### src/rtl/snd_rd_pkg.sv
package snd_rd_pkg;

  // Read-side index codes (after folding)
  localparam logic [7:0] IX_DMA_CTRL  = 8'h41;
  localparam logic [7:0] IX_DMA_ADDR  = 8'h42;
  localparam logic [7:0] IX_TIMER     = 8'h45;
  localparam logic [7:0] IX_DMA_SAMP  = 8'h49;
  localparam logic [7:0] IX_RESET     = 8'h4C;
  localparam logic [7:0] IX_V_WAVE    = 8'h80;
  localparam logic [7:0] IX_V_FREQ    = 8'h81;
  localparam logic [7:0] IX_V_STARTH  = 8'h82;
  localparam logic [7:0] IX_V_STARTL  = 8'h83;
  localparam logic [7:0] IX_V_ENDH    = 8'h84;
  localparam logic [7:0] IX_V_ENDL    = 8'h85;
  localparam logic [7:0] IX_V_VOL     = 8'h89;
  localparam logic [7:0] IX_V_CURH    = 8'h8A;
  localparam logic [7:0] IX_V_CURL    = 8'h8B;
  localparam logic [7:0] IX_V_PAN     = 8'h8C;
  localparam logic [7:0] IX_V_RAMP    = 8'h8D;
  localparam logic [7:0] IX_ACTIVE_RD = 8'h8E;
  localparam logic [7:0] IX_IRQ_STAT  = 8'h8F;
  localparam logic [7:0] FOLD_LIMIT   = 8'h8F;

  // Write-side index codes (raw index)
  localparam logic [7:0] IX_ACTIVE_WR = 8'h0E;
  localparam logic [7:0] IX_RESET_WR  = 8'h4C;

  typedef struct packed {
    logic        valid;
    logic [7:0]  wave_ctrl;
    logic [15:0] freq;
    logic [31:0] start_a;
    logic [31:0] end_a;
    logic [31:0] cur_a;
    logic [15:0] vol_rb;
    logic [3:0]  pan;
    logic [7:0]  ramp_ctrl;
  } voice_view_t;

  function automatic logic [7:0] fold_index(input logic [7:0] raw);
    return (raw > FOLD_LIMIT) ? {1'b0, raw[6:0]} : raw;
  endfunction

  function automatic logic [15:0] vol_readback(input logic [31:0] vol, input int unsigned frac);
    logic [31:0] whole;
    whole = (vol >> frac) << 4;
    return whole[15:0];
  endfunction

  function automatic logic [7:0] dma_byte(input logic [7:0] ctrl, input logic tc);
    return {ctrl[7], tc, ctrl[5:0]};
  endfunction

  function automatic logic [7:0] reset_byte(input logic [7:0] r, input logic en);
    return {r[7:3], en, r[1:0]};
  endfunction

  function automatic logic [7:0] voice_stat_byte(input logic [4:0] v, input logic wave_p,
                                                 input logic ramp_p);
    return {~wave_p, ~ramp_p, 1'b1, v};
  endfunction

endpackage

### src/rtl/snd_host_regs.sv
module snd_host_regs
  import snd_rd_pkg::*;
#(
  parameter bit           LOCK_ACTIVE = 1'b1,
  parameter logic [4:0]   ACT_RST     = 5'd13
) (
  input  logic        clk,
  input  logic        rst_n,
  input  logic        idx_we,
  input  logic [7:0]  idx_wdata,
  input  logic        dat_we,
  input  logic [15:0] dat_wdata,
  output logic [7:0]  idx_q,
  output logic [15:0] last_data,
  output logic [7:0]  reset_q,
  output logic [4:0]  active_q,
  output logic        act_write_blocked
);

  logic act_write_hit;
  logic act_lock;

  assign act_write_hit = dat_we && (idx_q == IX_ACTIVE_WR);

  generate
    if (LOCK_ACTIVE) begin : g_lock
      assign act_lock = reset_q[1];
    end else begin : g_nolock
      assign act_lock = 1'b0;
    end
  endgenerate

  assign act_write_blocked = act_write_hit && act_lock;

  always_ff @(posedge clk) begin
    if (!rst_n) begin
      idx_q     <= '0;
      last_data <= '0;
      reset_q   <= '0;
      active_q  <= ACT_RST;
    end else begin
      if (idx_we) idx_q <= idx_wdata;
      if (dat_we) begin
        last_data <= dat_wdata;
        if (idx_q == IX_RESET_WR) reset_q <= dat_wdata[15:8];
        if (act_write_hit && !act_lock) active_q <= dat_wdata[12:8];
      end
    end
  end

endmodule

### src/rtl/snd_irq_track.sv
module snd_irq_track #(
  parameter int NV = 32,
  localparam int VW = (NV > 1) ? $clog2(NV) : 1
) (
  input  logic          clk,
  input  logic          rst_n,
  input  logic          tc_set,
  input  logic [NV-1:0] wave_set,
  input  logic [NV-1:0] ramp_set,
  input  logic          ack_tc,
  input  logic          ack_voice,
  output logic          tc_flag,
  output logic [NV-1:0] wave_pend,
  output logic [NV-1:0] ramp_pend,
  output logic [VW-1:0] irq_voice,
  output logic          irq_voice_wave,
  output logic          irq_voice_ramp,
  output logic [7:0]    status
);

  // Lowest-numbered voice with anything pending wins
  always_comb begin
    irq_voice = '0;
    for (int i = NV - 1; i >= 0; i--) begin
      if (wave_pend[i] || ramp_pend[i]) irq_voice = VW'(i);
    end
  end

  assign irq_voice_wave = wave_pend[irq_voice];
  assign irq_voice_ramp = ramp_pend[irq_voice];

  generate
    for (genvar g = 0; g < NV; g++) begin : g_voice
      logic pop;
      assign pop = ack_voice && (irq_voice == VW'(g));
      always_ff @(posedge clk) begin
        if (!rst_n) begin
          wave_pend[g] <= 1'b0;
          ramp_pend[g] <= 1'b0;
        end else begin
          wave_pend[g] <= (wave_pend[g] && !pop) || wave_set[g];
          ramp_pend[g] <= (ramp_pend[g] && !pop) || ramp_set[g];
        end
      end
    end
  endgenerate

  always_ff @(posedge clk) begin
    if (!rst_n)      tc_flag <= 1'b0;
    else if (tc_set) tc_flag <= 1'b1;
    else if (ack_tc) tc_flag <= 1'b0;
  end

  assign status = {tc_flag, |ramp_pend, |wave_pend, 5'b0};

endmodule

### src/rtl/snd_read_mux.sv
module snd_read_mux
  import snd_rd_pkg::*;
(
  input  logic [7:0]  eff_idx,
  input  voice_view_t vv,
  input  logic [7:0]  dma_ctrl,
  input  logic        tc_flag,
  input  logic [15:0] dma_addr,
  input  logic [7:0]  timer_ctrl,
  input  logic [7:0]  reset_q,
  input  logic        irq_enable,
  input  logic [4:0]  active_q,
  input  logic [7:0]  stat_byte,
  input  logic [15:0] last_data,
  output logic [15:0] rd_value
);

  logic [7:0] rst_rb;
  assign rst_rb = reset_byte(reset_q, irq_enable);

  always_comb begin
    unique case (eff_idx)
      IX_DMA_CTRL,
      IX_DMA_SAMP:  rd_value = {dma_byte(dma_ctrl, tc_flag), 8'h00};
      IX_DMA_ADDR:  rd_value = dma_addr;
      IX_TIMER:     rd_value = {timer_ctrl, 8'h00};
      IX_RESET:     rd_value = {rst_rb, rst_rb};
      IX_V_WAVE:    rd_value = vv.valid ? {vv.wave_ctrl, 8'h00} : 16'h0300;
      IX_V_FREQ:    rd_value = vv.valid ? vv.freq : 16'h0000;
      IX_V_STARTH:  rd_value = vv.valid ? vv.start_a[31:16] : 16'h0000;
      IX_V_STARTL:  rd_value = vv.valid ? vv.start_a[15:0] : 16'h0000;
      IX_V_ENDH:    rd_value = vv.valid ? vv.end_a[31:16] : 16'h0000;
      IX_V_ENDL:    rd_value = vv.valid ? vv.end_a[15:0] : 16'h0000;
      IX_V_VOL:     rd_value = vv.valid ? vv.vol_rb : 16'h0000;
      IX_V_CURH:    rd_value = vv.valid ? vv.cur_a[31:16] : 16'h0000;
      IX_V_CURL:    rd_value = vv.valid ? vv.cur_a[15:0] : 16'h0000;
      IX_V_PAN:     rd_value = vv.valid ? {4'h0, vv.pan, 8'h00} : 16'h0800;
      IX_V_RAMP:    rd_value = vv.valid ? {vv.ramp_ctrl, 8'h00} : 16'h0300;
      IX_ACTIVE_RD: rd_value = {3'b111, active_q, 8'h00};
      IX_IRQ_STAT:  rd_value = {stat_byte, 8'h00};
      default:      rd_value = last_data;
    endcase
  end

endmodule

### src/rtl/snd_reg_port.sv
module snd_reg_port
  import snd_rd_pkg::*;
#(
  parameter int         NV          = 32,
  parameter int         VOL_W       = 20,
  parameter int         VOL_FRAC    = 8,
  parameter bit         LOCK_ACTIVE = 1'b1,
  parameter logic [4:0] ACT_RST     = 5'd13
) (
  input  logic             clk,
  input  logic             rst_n,
  input  logic             idx_we,
  input  logic [7:0]       idx_wdata,
  input  logic             dat_we,
  input  logic [15:0]      dat_wdata,
  input  logic             rd_stb,
  input  logic             voice_valid,
  input  logic [7:0]       v_wave_ctrl,
  input  logic [15:0]      v_freq,
  input  logic [31:0]      v_start,
  input  logic [31:0]      v_end,
  input  logic [31:0]      v_cur,
  input  logic [VOL_W-1:0] v_vol,
  input  logic [3:0]       v_pan,
  input  logic [7:0]       v_ramp_ctrl,
  input  logic [7:0]       dma_ctrl,
  input  logic [15:0]      dma_addr,
  input  logic [7:0]       timer_ctrl,
  input  logic             irq_enable,
  input  logic             tc_set,
  input  logic [NV-1:0]    wave_set,
  input  logic [NV-1:0]    ramp_set,
  output logic [15:0]      rd_data,
  output logic [7:0]       irq_status
);

  localparam int VW = (NV > 1) ? $clog2(NV) : 1;

  logic [7:0]    idx_q;
  logic [15:0]   last_data;
  logic [7:0]    reset_q;
  logic [4:0]    active_q;
  logic          act_write_blocked;
  logic [7:0]    eff_idx;
  logic          ack_tc;
  logic          ack_voice;
  logic          tc_flag;
  logic [NV-1:0] wave_pend;
  logic [NV-1:0] ramp_pend;
  logic [VW-1:0] irq_voice;
  logic          irq_voice_wave;
  logic          irq_voice_ramp;
  logic [7:0]    stat_byte;
  logic [15:0]   rd_value;
  voice_view_t   vv;

  snd_host_regs #(
    .LOCK_ACTIVE(LOCK_ACTIVE),
    .ACT_RST    (ACT_RST)
  ) u_host (
    .clk              (clk),
    .rst_n            (rst_n),
    .idx_we           (idx_we),
    .idx_wdata        (idx_wdata),
    .dat_we           (dat_we),
    .dat_wdata        (dat_wdata),
    .idx_q            (idx_q),
    .last_data        (last_data),
    .reset_q          (reset_q),
    .active_q         (active_q),
    .act_write_blocked(act_write_blocked)
  );

  // Read decode: fold high indices onto their low alias
  assign eff_idx   = fold_index(idx_q);
  assign ack_tc    = rd_stb && (eff_idx == IX_DMA_CTRL);
  assign ack_voice = rd_stb && (eff_idx == IX_IRQ_STAT);

  snd_irq_track #(.NV(NV)) u_irq (
    .clk           (clk),
    .rst_n         (rst_n),
    .tc_set        (tc_set),
    .wave_set      (wave_set),
    .ramp_set      (ramp_set),
    .ack_tc        (ack_tc),
    .ack_voice     (ack_voice),
    .tc_flag       (tc_flag),
    .wave_pend     (wave_pend),
    .ramp_pend     (ramp_pend),
    .irq_voice     (irq_voice),
    .irq_voice_wave(irq_voice_wave),
    .irq_voice_ramp(irq_voice_ramp),
    .status        (irq_status)
  );

  assign stat_byte = voice_stat_byte(5'(irq_voice), irq_voice_wave, irq_voice_ramp);

  assign vv.valid     = voice_valid;
  assign vv.wave_ctrl = v_wave_ctrl;
  assign vv.freq      = v_freq;
  assign vv.start_a   = v_start;
  assign vv.end_a     = v_end;
  assign vv.cur_a     = v_cur;
  assign vv.vol_rb    = vol_readback(32'(v_vol), VOL_FRAC);
  assign vv.pan       = v_pan;
  assign vv.ramp_ctrl = v_ramp_ctrl;

  snd_read_mux u_mux (
    .eff_idx   (eff_idx),
    .vv        (vv),
    .dma_ctrl  (dma_ctrl),
    .tc_flag   (tc_flag),
    .dma_addr  (dma_addr),
    .timer_ctrl(timer_ctrl),
    .reset_q   (reset_q),
    .irq_enable(irq_enable),
    .active_q  (active_q),
    .stat_byte (stat_byte),
    .last_data (last_data),
    .rd_value  (rd_value)
  );

  always_ff @(posedge clk) begin
    if (!rst_n)      rd_data <= '0;
    else if (rd_stb) rd_data <= rd_value;
  end

endmodule

### config.mk
export PLATFORM = sky130hd
export DESIGN_NAME = snd_reg_port
export DESIGN_NICKNAME = d
export VERILOG_FILES = /design/src/rtl/snd_rd_pkg.sv /design/src/rtl/snd_host_regs.sv /design/src/rtl/snd_irq_track.sv /design/src/rtl/snd_read_mux.sv /design/src/rtl/snd_reg_port.sv
export SDC_FILE = /design/constraint.sdc
export NUM_CORES = 1
export LEC_CHECK = 0
export BUFFER_PORTS_ARGS = -buffer_cell sky130_fd_sc_hd__buf_2
export CAP_MARGIN = 15
export CORE_ASPECT_RATIO = 0.5
export CORE_UTILIZATION = 44
export CTS_CLUSTER_SIZE = 24
export DETAILED_ROUTE_END_ITERATION = 10
export GPL_TIMING_DRIVEN = 0
export PLACE_DENSITY = 0.78
export SLEW_MARGIN = 20
export SYNTH_ARGS = -nofsm -noshare
export SYNTH_HDL_FRONTEND = slang
export SYNTH_SLANG_ARGS = --single-unit
### constraint.sdc
create_clock -name clk -period 2.6 [get_ports clk]
set_input_delay 0.65 -clock clk [delete_from_list [all_inputs] [get_ports clk]]
set_output_delay 0.65 -clock clk [all_outputs]
set_load 0.05 [all_outputs]
==> results.txt, run 1 <==
Post-Synthesis Cells = 882
Core Box Area = 0.0149 sq mm
Slew Limit Fails = 0
Detail Placement HPWL = 25.8 mm
setup repair after global routing missed its margin = true
primary flip-flop cell chosen by synthesis mapping = dfxtp_1
vias post-DR = 9355
Critical Path Source Type = register
Critical Path Fanout Max = 6
Crit path depth = 9
share of cells above drive strength 1 = 0.484
crit path cell chain = or4_4 > a211o_4 > a211oi_2 > nor2_2 > a21o_2 > nand3_4 > nand4_1 > a2111oi_4 > a211o_1
Final Net Count = 1514
# rows = 31
P&R area growth vs syn = 56.4%
H-tree depth = 4
Die Ht = 90.5 microns
post-synth top area cell = dfxtp_1
final non-filler cell total = 1448
Leak = 4.56 nW
TritonCTS Buffers = 17
share of the synthesized area in the top cell type = 0.340
Inst Count DP = 1371
Net Sw Frac = 0.310
global-route wire length before repair = 50.5 mm
Final Hold Fails = 0
power per cell area = 543 mW/mm^2
Wirelength per Cell = 23.9 microns
Worst EP arrival = 3.37 ns
number of global-route vias before repair = 8709
syn avg cell area = 7.82 sq um
top cells by count, synth = nor2_1, dfxtp_1, a21oi_1
failing checks = setup timing
CTS tree = yes
clock sink count = 117
Final period util = 1.16
Placer Congestion = 1.02
drt pass-1 iters = 8
CP peak stage delay = 0.59 ns
Distinct cells, synth = 67
FF-to-FF path depth = 9
sequential cell area fraction in the yosys report = 0.340
FF-to-FF setup slack = -0.42 ns
maxcap violations = 0
critical path's top delay family = compound AO/OA/AOI/OAI gates
Tightest Pin Transition = 0.811 ns
relative slew slack = 0.459
Comb power frac = 0.222
Top-Level Pins = 304
worst-skew pair later-pin latency = 0.42 ns
Crit Path Class = reg2reg
antenna violations before repair = 2
slowest CP cell = or4_4
WP data required = 2.95 ns
IO Port Bufs = 287
chip width = 179 microns
P_sw = 1.82 mW
routing usage on met2 = 0.616
met1 usage = 0.559
hold depth = 3
GR peak layer = met2
ANT nets after route = 0
Int Pwr = 4.04 mW
Cell Area, Synth = 0.00689 sq mm
pre-CTS WS = -0.790 ns
global-route usage over all layers = 0.412
Via density = 6.46
CTS max path bufs = 2
sequential share of power = 0.361
gr ovfl total = 0
# setup viols final = 46
worst-case vdd ir drop = 477 uV
share of total power in the clock network = 0.418
final wirelength = 34.6 mm
register bit total from synthesis = 117
final setup margin = -0.421 ns
top-count cell post-synth = nor2_1
EDFF count, synth = 0
minimum clock period = 3.02 ns
number of DRC markers in iteration 0 = 1116
CP endpoint kind = register
f_max = 331 MHz
Design Power = 5.86 mW
WP buf/inv = 0
FFs w/ async S/R, synth = 0
final instance area = 0.0108 sq mm
Cell Area, Placed = 0.00861 sq mm
clock-pin transition on the worst setup and hold timing paths = 0.06 ns
met3 Use GR = 0.110
status = finished with violations
Hold Crit Class = in2reg
synth top area cells = dfxtp_1, mux2i_1, nor2_1, a21oi_1, a221oi_1
largest net degree at the start of global routing = 17
Starting Density = 0.464
CTS Hold Buffers Added = 0
Worst Skew = 0.00910 ns
final hold slack = 0.433 ns
DRC errors left = 0
Yosys warning count = 0
Root Driver = clkbuf_16
die area = 0.0162 sq mm
kinds of logic after synthesis:
kind of cell / Yosys count / share of synthesized area
and+or+nand+nor: 372 / 0.252
AOI/OAI and AO/OA: 255 / 0.262
DFF: 117 / 0.340
muxes: 70 / 0.103
buffers and inverters: 67 / 0.0427
other: 1 / 0.000544
state kept, by name, indices dropped and copies added (netlist names):
signal            cells
rd_data              16
u_host.active_q       5
u_host.idx_q          8
u_host.last_data     16
u_host.reset_q        7
u_irq.ramp_pend      32
u_irq.tc_flag         1
u_irq.wave_pend      32
final cells by class:
| type | count | area [sq um] |
|---|---|---|
| Sequential cell | 117 | 2390 |
| Clock buffer | 22 | 494 |
| Fill cell | 1159 | 4070 |
| Tap cell | 198 | 248 |
| Clock inverter | 10 | 119 |
| Multi-Input combinational cell | 702 | 5280 |
| Inverter | 11 | 41.3 |
| Buffer | 52 | 295 |
| Timing Repair Buffer | 333 | 1910 |
| Antenna cell | 3 | 7.51 |
per-layer routing:
| layer | part of all wire | up-vias |
|---|---|---|
| met4 | 0.041 | 0 |
| met3 | 0.11 | 143 |
| met5 | 0 | - |
| met1 | 0.41 | 4451 |
| li1 | - | 4057 |
| met2 | 0.43 | 704 |
worst min-delay path: stages:
cell	delay, ns
buf_2	0.07
a21oi_1	0.03
nor2_1	0.06
stage by stage:
step	TNS [ns]	util
floorplan	-0.177	-
global placement	-48.04	0.579
detailed placement	-47.04	0.579
CTS	-9.27	0.663
global route	-10.76	0.726
finish	-5.58	0.726
cell usage in the layout, fill, tap and decap left out, types with 6 or more instances in the layout:
master     netlist  layout
nor4_1          34      15
clkbuf_2         1      12
a21oi_1         89      34
nor3_1          10       7
nor2_4           0      11
buf_6            1      12
buf_4            8      37
clkbuf_1        38      20
a221o_1         13      13
nor2_1         167     151
nand2b_1         8       8
nand3_1         26      22
nand2_4          0       8
nor4_4           0      14
and3_1           7       6
nand2_2          0      24
clkbuf_16        0      17
mux2i_1         64      64
or4_1           11       6
nor2_2           1       6
nand4_1         11      11
nand2_1         71      38
a221oi_1        34      32
a22oi_1         32      32
a21oi_2          1      54
dfxtp_1        117      94
inv_1           11      11
o21ai_0         18      17
dfxtp_2          0      17
a222oi_1         6       6
nor2b_1          8       7
buf_2            3     289
dfxtp_4          0       6
worst paths after layout:
check,endpoint,start
worst max-delay path,rd_data[15],u_irq.ramp_pend[27]
worst min-delay path,u_irq.ramp_pend[11],ramp_set[11]
worst max register to register,rd_data[15],u_irq.ramp_pend[27]
worst min register to register,rd_data[9],rd_data[9]
power by group through the flow:
stage	logic (mW)	clock network, mW	registers [mW]
finish	1.30	2.45	2.11
global route	1.37	2.52	2.12
detailed placement	0.968	0	2.09
floorplan	0.503	0	2.09
global placement	0.956	0	2.09
CTS	1.13	2.44	2.07
repair_timing:
item / in CTS / in global routing
endpoints found under the setup margin: 89 / 89
buffers inserted: 19 / 25
pin swaps: 22 / 73
resized for setup: 106 / 210
gates cloned: 2 / 0
(Power assumes the default switching activity.)
==> run 2: changes to the inputs <==
PLACE_DENSITY = 0.9   (was 0.78)
TNS_END_PERCENT = 5   (was unset)
==> results.txt, run 2 (synthesized netlist as in run 1, its figures left out) <==
Detail Placement HPWL = 26.8 mm (was 25.8 mm)
final hold slack = 0.421 ns (was 0.433 ns)
slowest CP cell = or4_4 (unchanged)
IO Port Bufs = 287 (unchanged)
DRC errors left = 0 (unchanged)
met2 routed WL = 15.6 mm (was 14.9 mm)
Reg area = 0.00237 sq mm (was 0.00239 sq mm)
Int Pwr = 3.89 mW (was 4.04 mW)
Wirelength per Cell = 24.6 microns (was 23.9 microns)
Final period util = 1.14 (was 1.16)
worst-skew pair later-pin latency = 0.43 ns (was 0.42 ns)
maxcap violations = 0 (unchanged)
gr ovfl total = 0 (unchanged)
number of global-route vias before repair = 8918 (was 8709)
H-tree depth = 4 (unchanged)
Final Net Count = 1499 (was 1514)
relative slew slack = 0.436 (was 0.459)
global-route usage over all layers = 0.431 (was 0.412)
# fillers = 1213 (was 1159)
CP peak stage delay = 0.51 ns (was 0.59 ns)
setup repair after global routing missed its margin = true (unchanged)
power per cell area = 564 mW/mm^2 (was 543 mW/mm^2)
critical path's top delay family = simple AND/OR/NAND/NOR gates (was compound AO/OA/AOI/OAI gates)
Crit Path Class = reg2reg (unchanged)
Placer Congestion = 1.03 (was 1.02)
final wirelength = 35.3 mm (was 34.6 mm)
WP data required = 2.91 ns (was 2.95 ns)
Die Ht = 90.5 microns (unchanged)
P_sw = 1.82 mW (about the same)
share of total power in the clock network = 0.419 (was 0.418)
worst-case vdd ir drop = 513 uV (was 477 uV)
hold path start = wave_set[3] (was ramp_set[11])
Leak = 4.34 nW (was 4.56 nW)
ANT nets after route = 0 (unchanged)
final instance area = 0.0101 sq mm (was 0.0108 sq mm)
# rows = 31 (unchanged)
Hold Crit Class = in2reg (unchanged)
final non-filler cell total = 1435 (was 1448)
final setup margin = -0.376 ns (was -0.421 ns)
biggest regs = u_irq.ramp_pend (32), u_irq.wave_pend (32) (unchanged)
Core Box Area = 0.0149 sq mm (unchanged)
largest net degree at the start of global routing = 17 (unchanged)
P&R area growth vs syn = 47.1% (was 56.4%)
crit path cell chain = or4_4 > or3_4 > a211oi_4 > buf_4 > nor2_2 > or2_4 > buf_12 > buf_8 > mux2i_1 > o22ai_1 > o21ai_1 > a211o_1 (was or4_4 > a211o_4 > a211oi_2 > nor2_2 > a21o_2 > nand3_4 > nand4_1 > a2111oi_4 > a211o_1)
Root Driver = clkbuf_16 (unchanged)
met3 WL = 4.34 mm (was 3.92 mm)
Via density = 6.62 (was 6.46)
Worst Skew = 0.0120 ns (was 0.00910 ns)
sequential share of power = 0.368 (was 0.361)
top sig layer = met4 (unchanged)
Critical Path Fanout Max = 6 (unchanged)
global-route wire length before repair = 52.3 mm (was 50.5 mm)
failing checks = setup timing (unchanged)
Cell Area, Placed = 0.00860 sq mm (was 0.00861 sq mm)
Tightest Pin Transition = 0.846 ns (was 0.811 ns)
final core utilization = 0.683 (was 0.726)
Critical Path Source Type = register (unchanged)
CP endpoint kind = register (unchanged)
commonest non-fill, non-tap cells in the layout = buf_2, nor2_1, dfxtp_1 (unchanged)
number of DRC markers in iteration 0 = 1203 (was 1116)
clock sink count = 117 (unchanged)
Comb power frac = 0.213 (was 0.222)
WL met1 = 13.7 mm (was 14.4 mm)
Critical R2R Launch = u_irq.ramp_pend[6] (was u_irq.ramp_pend[27])
vias post-DR = 9493 (was 9355)
antenna violations before repair = 5 (was 2)
Slew Limit Fails = 0 (unchanged)
Starting Density = 0.464 (unchanged)
drt pass-1 iters = 6 (was 8)
CTS max path bufs = 2 (unchanged)
status = finished with violations (unchanged)
share of cells above drive strength 1 = 0.408 (was 0.484)
chip width = 179 microns (unchanged)
Final Hold Fails = 0 (unchanged)
minimum clock period = 2.98 ns (was 3.02 ns)
TritonCTS Buffers = 17 (unchanged)
Worst EP arrival = 3.29 ns (was 3.37 ns)
CTS tree = yes (unchanged)
f_max = 336 MHz (was 331 MHz)
Top-Level Pins = 304 (unchanged)
CP startpoint = u_irq.ramp_pend[6] (was u_irq.ramp_pend[27])
commonest non-fill, non-tap cell in the layout = buf_2 (unchanged)
Net Sw Frac = 0.319 (was 0.310)
Inst Count DP = 1371 (unchanged)
clock-pin transition on the worst setup and hold timing paths = 0.06 ns (about the same)
area of the multi-input gates = 0.00485 sq mm (was 0.00528 sq mm)
die area = 0.0162 sq mm (unchanged)
WP buf/inv = 3 (was 0)
# setup viols final = 83 (was 46)
## run 2: path summary, 6_finish.rpt
kind,end,depth (start not counted),slack [ns]
min reg2reg,rd_data[9],2,0.48
max reg2reg,rd_data[15],12,-0.38
min,u_irq.wave_pend[3],3,0.42
max,rd_data[15],12,-0.38
## run 2: worst reg2reg max path, delay by kind of cell (launching register included)
kind                   cells  cell delay [ns]
AND/OR/NAND/NOR            4             1.17
AO/OA/AOI/OAI              4             0.76
buffers and inverters      3             0.43
flip-flops                 1             0.38
multiplexers               1             0.12
## run 2: layer usage
layer,GRT usage,vias up
li1,-,4029
met1,0.559,4517
met2,0.674,783
met3,0.115,164
met4,0.172,0
met5,0,-
## run 2: layout make-up
type / count / area share
diodes: 5 / 0.00123
plain buffers: 52 / 0.0301
clock buffers: 19 / 0.0437
clock inverters: 13 / 0.0147
inverters: 11 / 0.00407
multi-input cells: 702 / 0.479
flip-flops and latches: 117 / 0.233
well taps: 198 / 0.0244
repair buffers: 318 / 0.170
## run 2: timing repair
action	CTS	global route
hold buffers	0	0
resized for setup	80	96
gates cloned	1	0
setup endpoints to repair	89	89
buffers inserted	23	7
pin swaps	32	27
## run 2: power groups by stage
| stage | logic, mW | clock network, mW | registers, mW |
|---|---|---|---|
| 2_1_floorplan | 0.502 | 0 | 2.09 |
| 3_3_place_gp | 0.960 | 0 | 2.09 |
| 3_5_place_dp | 0.974 | 0 | 2.09 |
| 4_1_cts | 1.12 | 2.37 | 2.07 |
| 5_1_grt | 1.28 | 2.49 | 2.11 |
| 6_report | 1.22 | 2.39 | 2.10 |
## run 2: metrics by stage
step                power (mW)  setup WS [ns]  setup TNS [ns]
floorplan                 2.59        -0.0891          -0.220
finish                    5.72         -0.376          -16.94
global route              5.88         -0.493          -24.86
detailed placement        3.07         -0.990          -51.07
global placement          3.05          -1.09          -56.89
CTS                       5.56         -0.355          -14.33
==> run 3: changes to the inputs <==
CORE_UTILIZATION = 45   (was 44)
CTS_BUF_LIST = sky130_fd_sc_hd__clkbuf_4 sky130_fd_sc_hd__clkbuf_8   (was unset)
PLACE_DENSITY = 0.92   (was 0.9)
==> results.txt, run 3 (synthesized netlist as in run 1, its figures left out) <==
status = finished with violations (unchanged)
failing checks = setup timing (unchanged)
CTS max path bufs = 2 (unchanged)
global-route wire length before repair = 51.3 mm (was 52.3 mm)
Worst EP arrival = 3.44 ns (was 3.29 ns)
CTS tree = yes (unchanged)
pre-CTS WS = -1.07 ns (was -0.990 ns)
ANT nets after route = 0 (unchanged)
WP data required = 3.00 ns (was 2.91 ns)
number of DRC markers in iteration 0 = 1236 (was 1203)
Wirelength per Cell = 24.8 microns (was 24.6 microns)
Leak = 4.34 nW (about the same)
Top-Level Pins = 304 (unchanged)
Placer Congestion = 1.06 (was 1.03)
commonest non-fill, non-tap cells in the layout = buf_2, nor2_1, dfxtp_1 (unchanged)
Design Power = 5.16 mW (was 5.72 mW)
Worst Skew = 0.0174 ns (was 0.0120 ns)
power per cell area = 511 mW/mm^2 (was 564 mW/mm^2)
Core Box Area = 0.0147 sq mm (was 0.0149 sq mm)
TritonCTS Buffers = 17 (unchanged)
antenna violations before repair = 7 (was 5)
largest net degree at the start of global routing = 17 (unchanged)
Die Ht = 89.5 microns (was 90.5 microns)
relative slew slack = 0.459 (was 0.436)
clock sink count = 117 (unchanged)
P&R area growth vs syn = 46.4% (was 47.1%)
commonest non-fill, non-tap cell in the layout = buf_2 (unchanged)
# rows = 31 (unchanged)
Via density = 6.51 (was 6.62)
drt pass-1 iters = 7 (was 6)
f_max = 329 MHz (was 336 MHz)
Detail Placement HPWL = 26.9 mm (was 26.8 mm)
maxcap violations = 0 (unchanged)
CP endpoint kind = register (unchanged)
Slew Limit Fails = 0 (unchanged)
number of global-route vias before repair = 8504 (was 8918)
Cell Area, Placed = 0.00860 sq mm (unchanged)
Critical Path Fanout Max = 7 (was 6)
setup repair after global routing missed its margin = true (unchanged)
clock-pin transition on the worst setup and hold timing paths = 0.09 ns (was 0.06 ns)
Final Hold Fails = 0 (unchanged)
vias post-DR = 9436 (was 9493)
Crit Path Class = reg2reg (unchanged)
final wirelength = 35.9 mm (was 35.3 mm)
H-tree depth = 4 (unchanged)
worst-case vdd ir drop = 319 uV (was 513 uV)
# fillers = 1194 (was 1213)
global-route usage over all layers = 0.438 (was 0.431)
share of cells above drive strength 1 = 0.412 (was 0.408)
# setup viols final = 73 (was 83)
final instance area = 0.0101 sq mm (about the same)
chip width = 177 microns (was 179 microns)
Hold Crit Class = in2reg (unchanged)
DRC errors left = 0 (unchanged)
worst-skew pair later-pin latency = 0.47 ns (was 0.43 ns)
minimum clock period = 3.04 ns (was 2.98 ns)
biggest regs = u_irq.ramp_pend (32), u_irq.wave_pend (32) (unchanged)
gr ovfl total = 0 (unchanged)
CTS Hold Buffers Added = 0 (unchanged)
final setup margin = -0.439 ns (was -0.376 ns)
Critical Path Source Type = register (unchanged)
IO Port Bufs = 287 (unchanged)
Root Driver = clkbuf_8 (was clkbuf_16)
final hold slack = 0.387 ns (was 0.421 ns)
Final period util = 1.17 (was 1.14)
Final Net Count = 1512 (was 1499)
die area = 0.0158 sq mm (was 0.0162 sq mm)
Starting Density = 0.469 (was 0.464)
Tightest Pin Transition = 0.811 ns (was 0.846 ns)
-- run 3: cell type report --
type | instances | area, sq um | area share
multi-input cells | 702 | 4860 | 0.481
flip-flops and latches | 117 | 2380 | 0.236
repair buffers | 329 | 1820 | 0.180
plain buffers | 54 | 327 | 0.0324
well taps | 198 | 248 | 0.0245
clock buffers | 17 | 234 | 0.0232
clock inverters | 15 | 179 | 0.0177
inverters | 11 | 41.3 | 0.00409
diodes | 6 | 15.0 | 0.00149
-- run 3: report_power, final --
| group | internal (mW) | leakage (nW) | switching [mW] | total (mW) |
|---|---|---|---|---|
| Combinational | 0.556 | 3.16 | 0.699 | 1.25 |
| Sequential | 1.90 | 0.977 | 0.190 | 2.09 |
| Clock | 0.953 | 0.211 | 0.857 | 1.81 |
-- run 3: final timing paths --
path / startpoint / to / slack (ns) / depth (start not counted)
min reg2reg: rd_data[8] / rd_data[8] / 0.48 / 2
max reg2reg: u_irq.wave_pend[6] / rd_data[14] / -0.44 / 10
max: u_irq.wave_pend[6] / rd_data[14] / -0.44 / 10
min: ramp_set[26] / u_irq.ramp_pend[26] / 0.39 / 3
-- run 3: metal layers --
layer | wire [microns] | vias up | global-route usage
li1 | - | 4052 | -
met1 | 14300 | 4472 | 0.584
met2 | 15800 | 761 | 0.690
met3 | 4330 | 149 | 0.103
met4 | 1400 | 2 | 0.170
met5 | 9 | - | 0
-- run 3: what timing repair did --
| item | in CTS | in global routing |
|---|---|---|
| setup endpoints to repair | 89 | 89 |
| pin swaps | 25 | 33 |
| cloned | 1 | 1 |
| gates resized for setup | 93 | 95 |
| setup buffers | 11 | 29 |
-- run 3: through the flow --
step,utilization,std cells,setup TNS [ns]
after floorplan,-,886,-0.220
after global placement,0.585,1371,-64.39
after detailed placement,0.585,1371,-61.38
after global routing,0.687,1449,-13.01
final,0.687,1449,-9.49
after CTS,0.645,1414,-10.99
-- run 3: worst max-delay path, cell delays in order, from the launching register on --
cell      delay, ns
dfxtp_4        0.36
or4_4          0.53
or3_1          0.33
a211oi_2       0.28
or4_4          0.24
nand3_4        0.18
buf_12         0.22
o311a_1        0.29
a32oi_2        0.28
nand4_1        0.16
nand3_2        0.10
